===== src/rtl/xfer_dir_planner.sv =====
module xfer_dir_planner #(
  parameter int ADDR_W  = 16,
  parameter int WIDTH_W = 15
) (
  input  logic                    clk,
  input  logic                    rst_n,
  input  logic                    start,
  input  logic                    flag_backward,
  input  logic                    flag_disjoint,
  input  logic                    flag_disjoint_lines,
  input  logic [ADDR_W-1:0]       src_qw,
  input  logic [ADDR_W-1:0]       dst_qw,
  input  logic [5:0]              src_bit,
  input  logic [5:0]              dst_bit,
  input  logic [WIDTH_W-1:0]      line_width,
  input  logic                    line_go,
  input  logic                    sub_ready,
  output logic                    done,
  output logic                    rtl_mode,
  output logic                    force_touch,
  output logic [ADDR_W+7:0]       nonoverlap,
  output logic                    sub_valid,
  output logic [WIDTH_W:0]        sub_src_off,
  output logic [WIDTH_W:0]        sub_dst_off,
  output logic [WIDTH_W-4:0]      sub_src_word,
  output logic [WIDTH_W-4:0]      sub_dst_word,
  output logic [WIDTH_W-1:0]      sub_len,
  output logic                    line_end
);
  localparam int OFF_W = WIDTH_W + 1;
  localparam int NOV_W = ADDR_W + 8;
  localparam logic signed [NOV_W-1:0] QW_BITS = NOV_W'(64);

  logic signed [NOV_W-1:0] qdiff, bdiff, nov_c, wid_c, rem_ext, nov_q;
  logic                    eval_c, rtl_c, take_start, take_line, hs, last_hs;
  logic                    rtl_q, frc_q, done_q, busy_q, lend_q;
  logic [WIDTH_W-1:0]      width_q, rem_q, len_c;
  logic [5:0]              sbit_q, dbit_q;
  logic [OFF_W-1:0]        send_q, dend_q;

  assign eval_c = flag_backward & ~flag_disjoint & ~flag_disjoint_lines;
  assign qdiff  = $signed({{(NOV_W-ADDR_W){1'b0}}, dst_qw}) - $signed({{(NOV_W-ADDR_W){1'b0}}, src_qw});
  assign bdiff  = $signed({{(NOV_W-6){1'b0}}, dst_bit}) - $signed({{(NOV_W-6){1'b0}}, src_bit});
  assign nov_c  = (qdiff <<< 6) + bdiff;
  assign wid_c  = $signed({{(NOV_W-WIDTH_W){1'b0}}, line_width});
  assign rtl_c  = eval_c && (nov_c >= QW_BITS) && (wid_c >= QW_BITS) && (wid_c >= nov_c);

  assign take_start = start & ~busy_q;
  assign take_line  = line_go & ~busy_q & ~take_start;
  assign hs         = busy_q & sub_ready;

  assign rem_ext = $signed({{(NOV_W-WIDTH_W){1'b0}}, rem_q});
  assign len_c   = (rtl_q && rem_ext > nov_q) ? nov_q[WIDTH_W-1:0] : rem_q;
  assign last_hs = hs && (rem_q == len_c);

  always_ff @(posedge clk) begin
    if (!rst_n) begin
      done_q  <= 1'b0;
      rtl_q   <= 1'b0;
      frc_q   <= 1'b0;
      nov_q   <= '0;
      width_q <= '0;
      sbit_q  <= '0;
      dbit_q  <= '0;
    end else begin
      done_q <= take_start;
      if (take_start) begin
        rtl_q   <= rtl_c;
        frc_q   <= eval_c;
        nov_q   <= nov_c;
        width_q <= line_width;
        sbit_q  <= src_bit;
        dbit_q  <= dst_bit;
      end
    end
  end

  always_ff @(posedge clk) begin
    if (!rst_n) begin
      busy_q <= 1'b0;
      lend_q <= 1'b0;
      rem_q  <= '0;
      send_q <= '0;
      dend_q <= '0;
    end else begin
      lend_q <= 1'b0;
      if (take_line) begin
        if (width_q == '0) begin
          lend_q <= 1'b1;
        end else begin
          busy_q <= 1'b1;
          rem_q  <= width_q;
          send_q <= {{(OFF_W-6){1'b0}}, sbit_q} + {1'b0, width_q};
          dend_q <= {{(OFF_W-6){1'b0}}, dbit_q} + {1'b0, width_q};
        end
      end else if (hs) begin
        rem_q  <= rem_q - len_c;
        send_q <= send_q - {1'b0, len_c};
        dend_q <= dend_q - {1'b0, len_c};
        if (last_hs) begin
          busy_q <= 1'b0;
          lend_q <= 1'b1;
        end
      end
    end
  end

  assign done         = done_q;
  assign rtl_mode     = rtl_q;
  assign force_touch  = frc_q;
  assign nonoverlap   = nov_q;
  assign sub_valid    = busy_q;
  assign sub_len      = len_c;
  assign sub_src_off  = send_q - {1'b0, len_c};
  assign sub_dst_off  = dend_q - {1'b0, len_c};
  assign sub_src_word = sub_src_off[OFF_W-1:4];
  assign sub_dst_word = sub_dst_off[OFF_W-1:4];
  assign line_end     = lend_q;

  p_done_after_start_r1: assert property (@(posedge clk) disable iff (!rst_n)
    take_start |=> done);

  p_rtl_window_r5: assert property (@(posedge clk) disable iff (!rst_n)
    rtl_mode |-> force_touch && (nonoverlap >= QW_BITS));

  p_hold_r9: assert property (@(posedge clk) disable iff (!rst_n)
    sub_valid && !sub_ready |=> sub_valid && $stable(sub_src_off) && $stable(sub_dst_off) && $stable(sub_len));

  p_step_back_r7: assert property (@(posedge clk) disable iff (!rst_n)
    sub_valid && sub_ready && !last_hs |=> (sub_src_off + {1'b0, sub_len}) == $past(sub_src_off));

  p_len_bound_r7: assert property (@(posedge clk) disable iff (!rst_n)
    sub_valid |-> (sub_len != '0) &&
      (!rtl_mode || $signed({{(NOV_W-WIDTH_W){1'b0}}, sub_len}) <= nonoverlap));

  p_end_quiet_r10: assert property (@(posedge clk) disable iff (!rst_n)
    line_end |-> !sub_valid);
endmodule


===== config.mk =====
export PLATFORM = sky130hd
export DESIGN_NAME = xfer_dir_planner
export DESIGN_NICKNAME = d
export VERILOG_FILES = /design/src/rtl/xfer_dir_planner.sv
export SDC_FILE = /design/constraint.sdc
export NUM_CORES = 1
export LEC_CHECK = 0
export BUFFER_PORTS_ARGS = -buffer_cell sky130_fd_sc_hd__buf_2
export CAP_MARGIN = 20
export CORE_ASPECT_RATIO = 1.25
export CORE_MARGIN = 2
export CORE_UTILIZATION = 51
export CTS_CLUSTER_SIZE = 8
export DETAILED_ROUTE_END_ITERATION = 8
export GPL_ROUTABILITY_DRIVEN = 0
export PLACE_DENSITY = 0.74
export SYNTH_ARGS = -nofsm -noshare
export SYNTH_HDL_FRONTEND = slang
export SYNTH_SLANG_ARGS = --single-unit

===== constraint.sdc =====
create_clock -name clk -period 10.4 [get_ports clk]
set_input_delay 1.56 -clock clk [delete_from_list [all_inputs] [get_ports clk]]
set_output_delay 1.56 -clock clk [all_outputs]
set_load 0.02 [all_outputs]

# Yosys cells after proc, flatten, opt, wreduce, memory -nomap -nowiden
# Index checks and enable logic that the tools add are counted.
# Widths: inputs -> output; s select.
# op_classes
n_bitwise	10
magnitude_cmp	4
add_sub_neg	8
mux	18
n_eq_ne	2
n_reduce_logical	10
# op_table
operator	count
$mux 16	6
$mux 15	4
$add 6x15->16	2
$sub 16x15->16	2
$add 23x7->24	1
$ge 16x24->1	1
$ge 24x8->1 const B	1
$gt 16x24->1	1
$sub 16x16->17	1
$eq 15x15->1	1
$ge 15x7->1 const B	1
$logic_not 15->1	1
$sub 15x15->15	1
$mux 1	8
$sub 6x6->7	1
$and 1x1->1	6
$logic_and 1x1->1	5
$not 1->1	4
$reduce_bool 2->1	2
$reduce_and 3->1	1
$ne 2x2->1 const B	1
$reduce_and 2->1	1
# totals
inputBits	67
register_bits	103
output_inout_bits	100

# Logic depth before layout (Yosys ltp)
# logic_depth
ltp_word	8
depth_mapped	23
depth_no_buf	23

# Least setup slack after synthesis
# Ideal clock, no wire load.
# synth_timing
path_kind	flip-flop to output port
from	reg nov_q[9] (netlist: nonoverlap[9])
to	out sub_dst_word[10]
t_arrival_ns	5.134
path_stages_with_launch	24
n_path_buf	3
t_required_ns	8.840
setup_slack_ns	3.706
cell_sequence	dfxtp_1 inv_1 ha_1 a21o_1 a21o_1 a21oi_1 o21ai_0 a221o_1 a22o_1 buf_2 clkbuf_1 nand2_1 o21ai_0 ha_1 fa_1 nor2b_1 o2111ai_1 a311oi_1 o211ai_1 a21boi_0 o21a_1 nor2_1 xnor2_1 buf_4
# synth_between
elab_chain_len	4
# synth_rtl
element	line_no	text
start: declaration	34	logic signed [NOV_W-1:0] qdiff, bdiff, nov_c, wid_c, rem_ext, nov_q;
start signal: assignment	70	nov_q <= nov_c;
$gt 16x24->1	53	assign len_c = (rtl_q && rem_ext > nov_q) ? nov_q[WIDTH_W-1:0] : rem_q;
$logic_and 1x1->1	53	
$mux 15	53	
net sub_len[0]	27	output logic [WIDTH_W-1:0] sub_len,
$sub 16x15->16	115	assign sub_dst_off = dend_q - {1'b0, len_c};
end: declaration	26	output logic [WIDTH_W-4:0] sub_dst_word,
# The timed path passes the listed nets, and every way through them passes these cells.

# Worst setup path after layout
# layout_timing
from	reg nov_q[5] (netlist: nonoverlap[5])
to	out sub_dst_off[14]
# layout_between
elab_chain_len	4
# layout_rtl
element	line_no	text
$gt 16x24->1	53	
$logic_and 1x1->1	53	
$mux 15 *	53	
$sub 16x15->16 *	115	
end: declaration	24	output logic [WIDTH_W:0] sub_dst_off,
# Mark *: on every way between the ends. The rest lies on a longest branch, timed or not.

==> insert_results.sql <==
INSERT INTO impl_metrics (metric_group, metric, value, unit) VALUES
('sta', 'fmax', '142', 'MHz'),
('floorplanning', 'fp.coreArea', '0.0188', 'mm²'),
('global_route', 'via_count_of_the_first_global_routing_pass', '8929', ''),
('sta', 'worst_pin_slew', '1.06', 'ns'),
('setup_path', 'critical_path_buf_inv_count', '3', ''),
('setup_path', 'worstReg2RegStart', 'nonoverlap[5]', ''),
('sta', 'finClkSkew', '0.0109', 'ns'),
('logic_synthesis', 'post_synth_num_cell_types', '71', ''),
('sta', 'slew_violations', '0', ''),
('logic_synthesis', 'mappedNetlistArea', '0.00976', 'mm²'),
('floorplanning', 'num_rows', '56', ''),
('outcome', 'status', 'completed', ''),
('placed_design', 'port_buffers', '166', ''),
('setup_path', 'rr_worst_depth', '21', ''),
('setup_path', 'setup.reg_to_reg.worst_slack', '5.18', 'ns'),
('routing', 'dr.first_iter.drc_count', '734', ''),
('logic_synthesis', 'yosys_warnings', '0', ''),
('global_route', 'grtUsageTotal', '26.0', '%'),
('routing', 'detailroute.via_count', '9535', ''),
('cts', 'cts_root_buffer', 'sky130_fd_sc_hd__clkbuf_16', ''),
('cts', 'cts.path.max_buffers', '2', ''),
('final_layout', 'instances_no_fill', '1643', ''),
('routing', '1st_pass_router_iterations', '5', ''),
('cts', 'tritoncts_clock_tree', 'done', ''),
('routing', 'wl', '26.6', 'mm'),
('global_route', 'antenna_violations_before_repair', '0', ''),
('logic_synthesis', 'synth_area_per_cell', '7.49', 'µm²'),
('global_route', 'grt_max_degree', '64', ''),
('cts', 'cts_repair_resize_count', '0', ''),
('cts', 'cts.repair_timing.setup_buffer_count', '0', ''),
('routing', 'post_drt_via_cell_ratio', '5.80', ''),
('final_layout', 'finalInstanceArea', '0.0108', 'mm²'),
('logic_synthesis', 'synth_enable_flop_cells', '0', ''),
('setup_path', 'worstSetupPathType', 'register to primary output', ''),
('cts', 'clkLatencyLatePin', '0.36', 'ns'),
('final_layout', 'final_util', '57.7', '%'),
('floorplanning', 'die-area', '0.0203', 'mm²'),
('sta', 'setup_viol', '0', ''),
('cts', 'cts_buffers', '9', ''),
('sta', 'grt_setup_unrepaired', 'no', ''),
('setup_path', 'worstPathMaxFanout', '24', ''),
('final_layout', 'layout.nets', '1607', ''),
('pwr', 'powerDensity', '230', 'mW/mm²'),
('setup_path', 'worstReg2RegEnd', 'dend_q[14]', ''),
('cts', 'clock-sinks', '103', ''),
('routing', 'drt.antenna.violating_nets', '0', ''),
('final_layout', 'antenna_cells_inserted', '0', ''),
('cts', 'postCtsHoldBufs', '0', ''),
('floorplanning', 'chipHeight', '159', 'µm'),
('setup_path', 'end_kind', 'primary output', ''),
('cts', 'cts.reportedPaths.clkPinSlew', '0.07', 'ns'),
('pwr', 'swShare', '49.9', '%'),
('sta', 'fin_setup_tns', '0', 'ns'),
('logic_synthesis', 'synth_nets', '1503', ''),
('sta', 'maxSlewHeadroom', '29.4', '%'),
('setup_path', 'required', '8.84', 'ns'),
('global_route', 'grt-ovfl-total', '0', ''),
('cts', 'cts_max_level', '3', ''),
('setup_path', 'setup.worst_path.start_class', 'register', ''),
('sta', 'min_period', '7.05', 'ns'),
('pwr', 'vdd.ir_drop.worst', '0.126', 'mV'),
('logic_synthesis', 'postSynth.asyncResetShare', '0', '%'),
('floorplanning', 'pin_count', '167', ''),
('setup_path', 'critical-path-top-delay-family', 'compound AO/OA/AOI/OAI gates', ''),
('worst_hold_path', 'timing.hold.worst_endpoint', 'dend_q[9]', ''),
('routing', 'drc_errors', '0', ''),
('logic_synthesis', 'ys_dominant_reg_cell', 'sky130_fd_sc_hd__dfxtp_1', ''),
('logic_synthesis', 'seq_area_frac_synth', '21.1', '%'),
('pwr', 'cell_internal_pwr', '1.25', 'mW'),
('floorplanning', 'die-width', '128', 'µm'),
('routing', 'avgRoutedWirePerCell', '16.2', 'µm');
-- kinds of logic after synthesis --
kind of cell	Yosys count	share of synthesized area (%)
buf+inv	176	7.79
fa+ha+maj	133	17.7
simple gates	435	21.1
flops	103	21.1
mux	17	1.74
xor+xnor	77	6.91
compound gates	362	23.7
-- routing by layer --
layer  GRT usage [%]  share of wire [%]  vias to the layer above
met1            31.9                 43                     4366
li1                -                  -                     4816
met4            8.27                2.5                        0
met5               0                  0                        -
met3            3.02                5.5                       51
met2            47.5                 49                      302
-- layout by cell type, fill, tap and decap left out, types with 4 or more instances in the layout --
cell,n
sky130_fd_sc_hd__buf_2,166
sky130_fd_sc_hd__nand2_1,162
sky130_fd_sc_hd__a21oi_1,134
sky130_fd_sc_hd__ha_1,125
sky130_fd_sc_hd__dfxtp_1,103
sky130_fd_sc_hd__inv_1,95
sky130_fd_sc_hd__nor2_1,86
sky130_fd_sc_hd__o21ai_0,58
sky130_fd_sc_hd__xnor2_1,51
sky130_fd_sc_hd__nand3_1,35
sky130_fd_sc_hd__nor3_1,33
sky130_fd_sc_hd__xor2_1,26
sky130_fd_sc_hd__o21a_1,24
sky130_fd_sc_hd__a211oi_1,24
sky130_fd_sc_hd__a21o_1,19
sky130_fd_sc_hd__o211ai_1,18
sky130_fd_sc_hd__nor2b_1,17
sky130_fd_sc_hd__mux2i_1,17
sky130_fd_sc_hd__nand4_1,15
sky130_fd_sc_hd__nand2b_1,12
sky130_fd_sc_hd__a311oi_1,12
sky130_fd_sc_hd__or3_1,12
sky130_fd_sc_hd__and2_1,12
sky130_fd_sc_hd__or2_2,11
sky130_fd_sc_hd__a31oi_1,11
sky130_fd_sc_hd__nor4_1,10
sky130_fd_sc_hd__and3_1,9
sky130_fd_sc_hd__o31ai_1,9
sky130_fd_sc_hd__clkbuf_16,9
sky130_fd_sc_hd__fa_1,8
sky130_fd_sc_hd__a211o_1,7
sky130_fd_sc_hd__buf_4,7
sky130_fd_sc_hd__a21boi_0,4
-- synth_stat cells (13+ instances only) --
cell type	n	share of area (%)
sky130_fd_sc_hd__nor2b_1	18	1.2
sky130_fd_sc_hd__mux2i_1	17	1.7
sky130_fd_sc_hd__nand2b_1	13	0.83
sky130_fd_sc_hd__a211oi_1	24	1.8
sky130_fd_sc_hd__a21oi_1	134	6.9
sky130_fd_sc_hd__nor3_1	33	1.7
sky130_fd_sc_hd__ha_1	125	16
sky130_fd_sc_hd__nor2_1	86	3.3
sky130_fd_sc_hd__buf_4	24	1.8
sky130_fd_sc_hd__o21ai_0	58	3.0
sky130_fd_sc_hd__nand3_1	35	1.8
sky130_fd_sc_hd__nand4_1	15	0.96
sky130_fd_sc_hd__o21a_1	24	1.8
sky130_fd_sc_hd__inv_1	96	3.7
sky130_fd_sc_hd__nand2_1	162	6.2
sky130_fd_sc_hd__xor2_1	26	2.3
sky130_fd_sc_hd__o211ai_1	18	1.4
sky130_fd_sc_hd__a21o_1	19	1.5
sky130_fd_sc_hd__dfxtp_1	103	21
sky130_fd_sc_hd__xnor2_1	51	4.6
sky130_fd_sc_hd__clkbuf_1	47	1.8
-- worst reg2reg max path, stage by stage, from the launching register on --
cell                        delay [ns]
sky130_fd_sc_hd__dfxtp_1          0.39
sky130_fd_sc_hd__inv_1            0.06
sky130_fd_sc_hd__ha_1             0.31
sky130_fd_sc_hd__a21o_1           0.18
sky130_fd_sc_hd__a21o_1           0.17
sky130_fd_sc_hd__a21oi_1          0.16
sky130_fd_sc_hd__o21ai_0          0.10
sky130_fd_sc_hd__a221o_1          0.31
sky130_fd_sc_hd__a22o_1           0.20
sky130_fd_sc_hd__buf_4            0.23
sky130_fd_sc_hd__nand2_1          0.10
sky130_fd_sc_hd__o21ai_0          0.22
sky130_fd_sc_hd__ha_1             0.32
sky130_fd_sc_hd__fa_1             0.41
sky130_fd_sc_hd__nor2b_1          0.20
sky130_fd_sc_hd__o2111ai_1        0.22
sky130_fd_sc_hd__a311oi_1         0.45
sky130_fd_sc_hd__o211ai_1         0.17
sky130_fd_sc_hd__a21boi_0         0.34
sky130_fd_sc_hd__and3_1           0.21
sky130_fd_sc_hd__o21ai_0          0.11
sky130_fd_sc_hd__a32o_1           0.27
-- registers in the layout, summed over array words and instances, names as in the netlist --
name and flops:
nonoverlap 24, dend_q 16, done 1, send_q 16, dbit_q 6, rem_q 15, rtl_mode 1, force_touch 1
sbit_q 6, line_end 1, sub_valid 1, width_q 15
-- final cells by class --
cell class	count	area, µm²
repair buffers	173	883
flip-flops and latches	103	2060
inverters	96	360
clock inverters	5	41.3
multi-input cells	1024	6960
fillers	1777	7950
clock buffers	10	239
well taps	232	290
-- power groups by stage --
stage                     logic, mW  registers, mW  clock network [mW]
final                          1.65          0.500               0.334
after detailed placement       1.64          0.507                   0
after global placement         1.62          0.504                   0
after global routing           1.83          0.507               0.355
after CTS                      1.65          0.498               0.335
after floorplan                1.32          0.512                   0
-- worst max-delay path by stage --
stage,from,endpoint,depth (start not counted)
after floorplan,nonoverlap[9],sub_dst_word[10],23
after global placement,nonoverlap[1],sub_dst_off[14],21
after detailed placement,nonoverlap[5],sub_dst_off[14],21
after CTS,nonoverlap[5],sub_dst_off[14],21
after global routing,nonoverlap[5],sub_dst_off[14],21
final,nonoverlap[5],sub_dst_off[14],22
-- per-stage QoR --
step	hold WS (ns)	power, mW	worst slack (ns)
after CTS	0.461	2.48	3.41
after global placement	0.442	2.12	3.92
after global routing	0.476	2.69	2.90
after floorplan	0.432	1.83	3.71
after detailed placement	0.452	2.15	3.80
final	0.461	2.49	3.35
(Power assumes the default switching activity.)
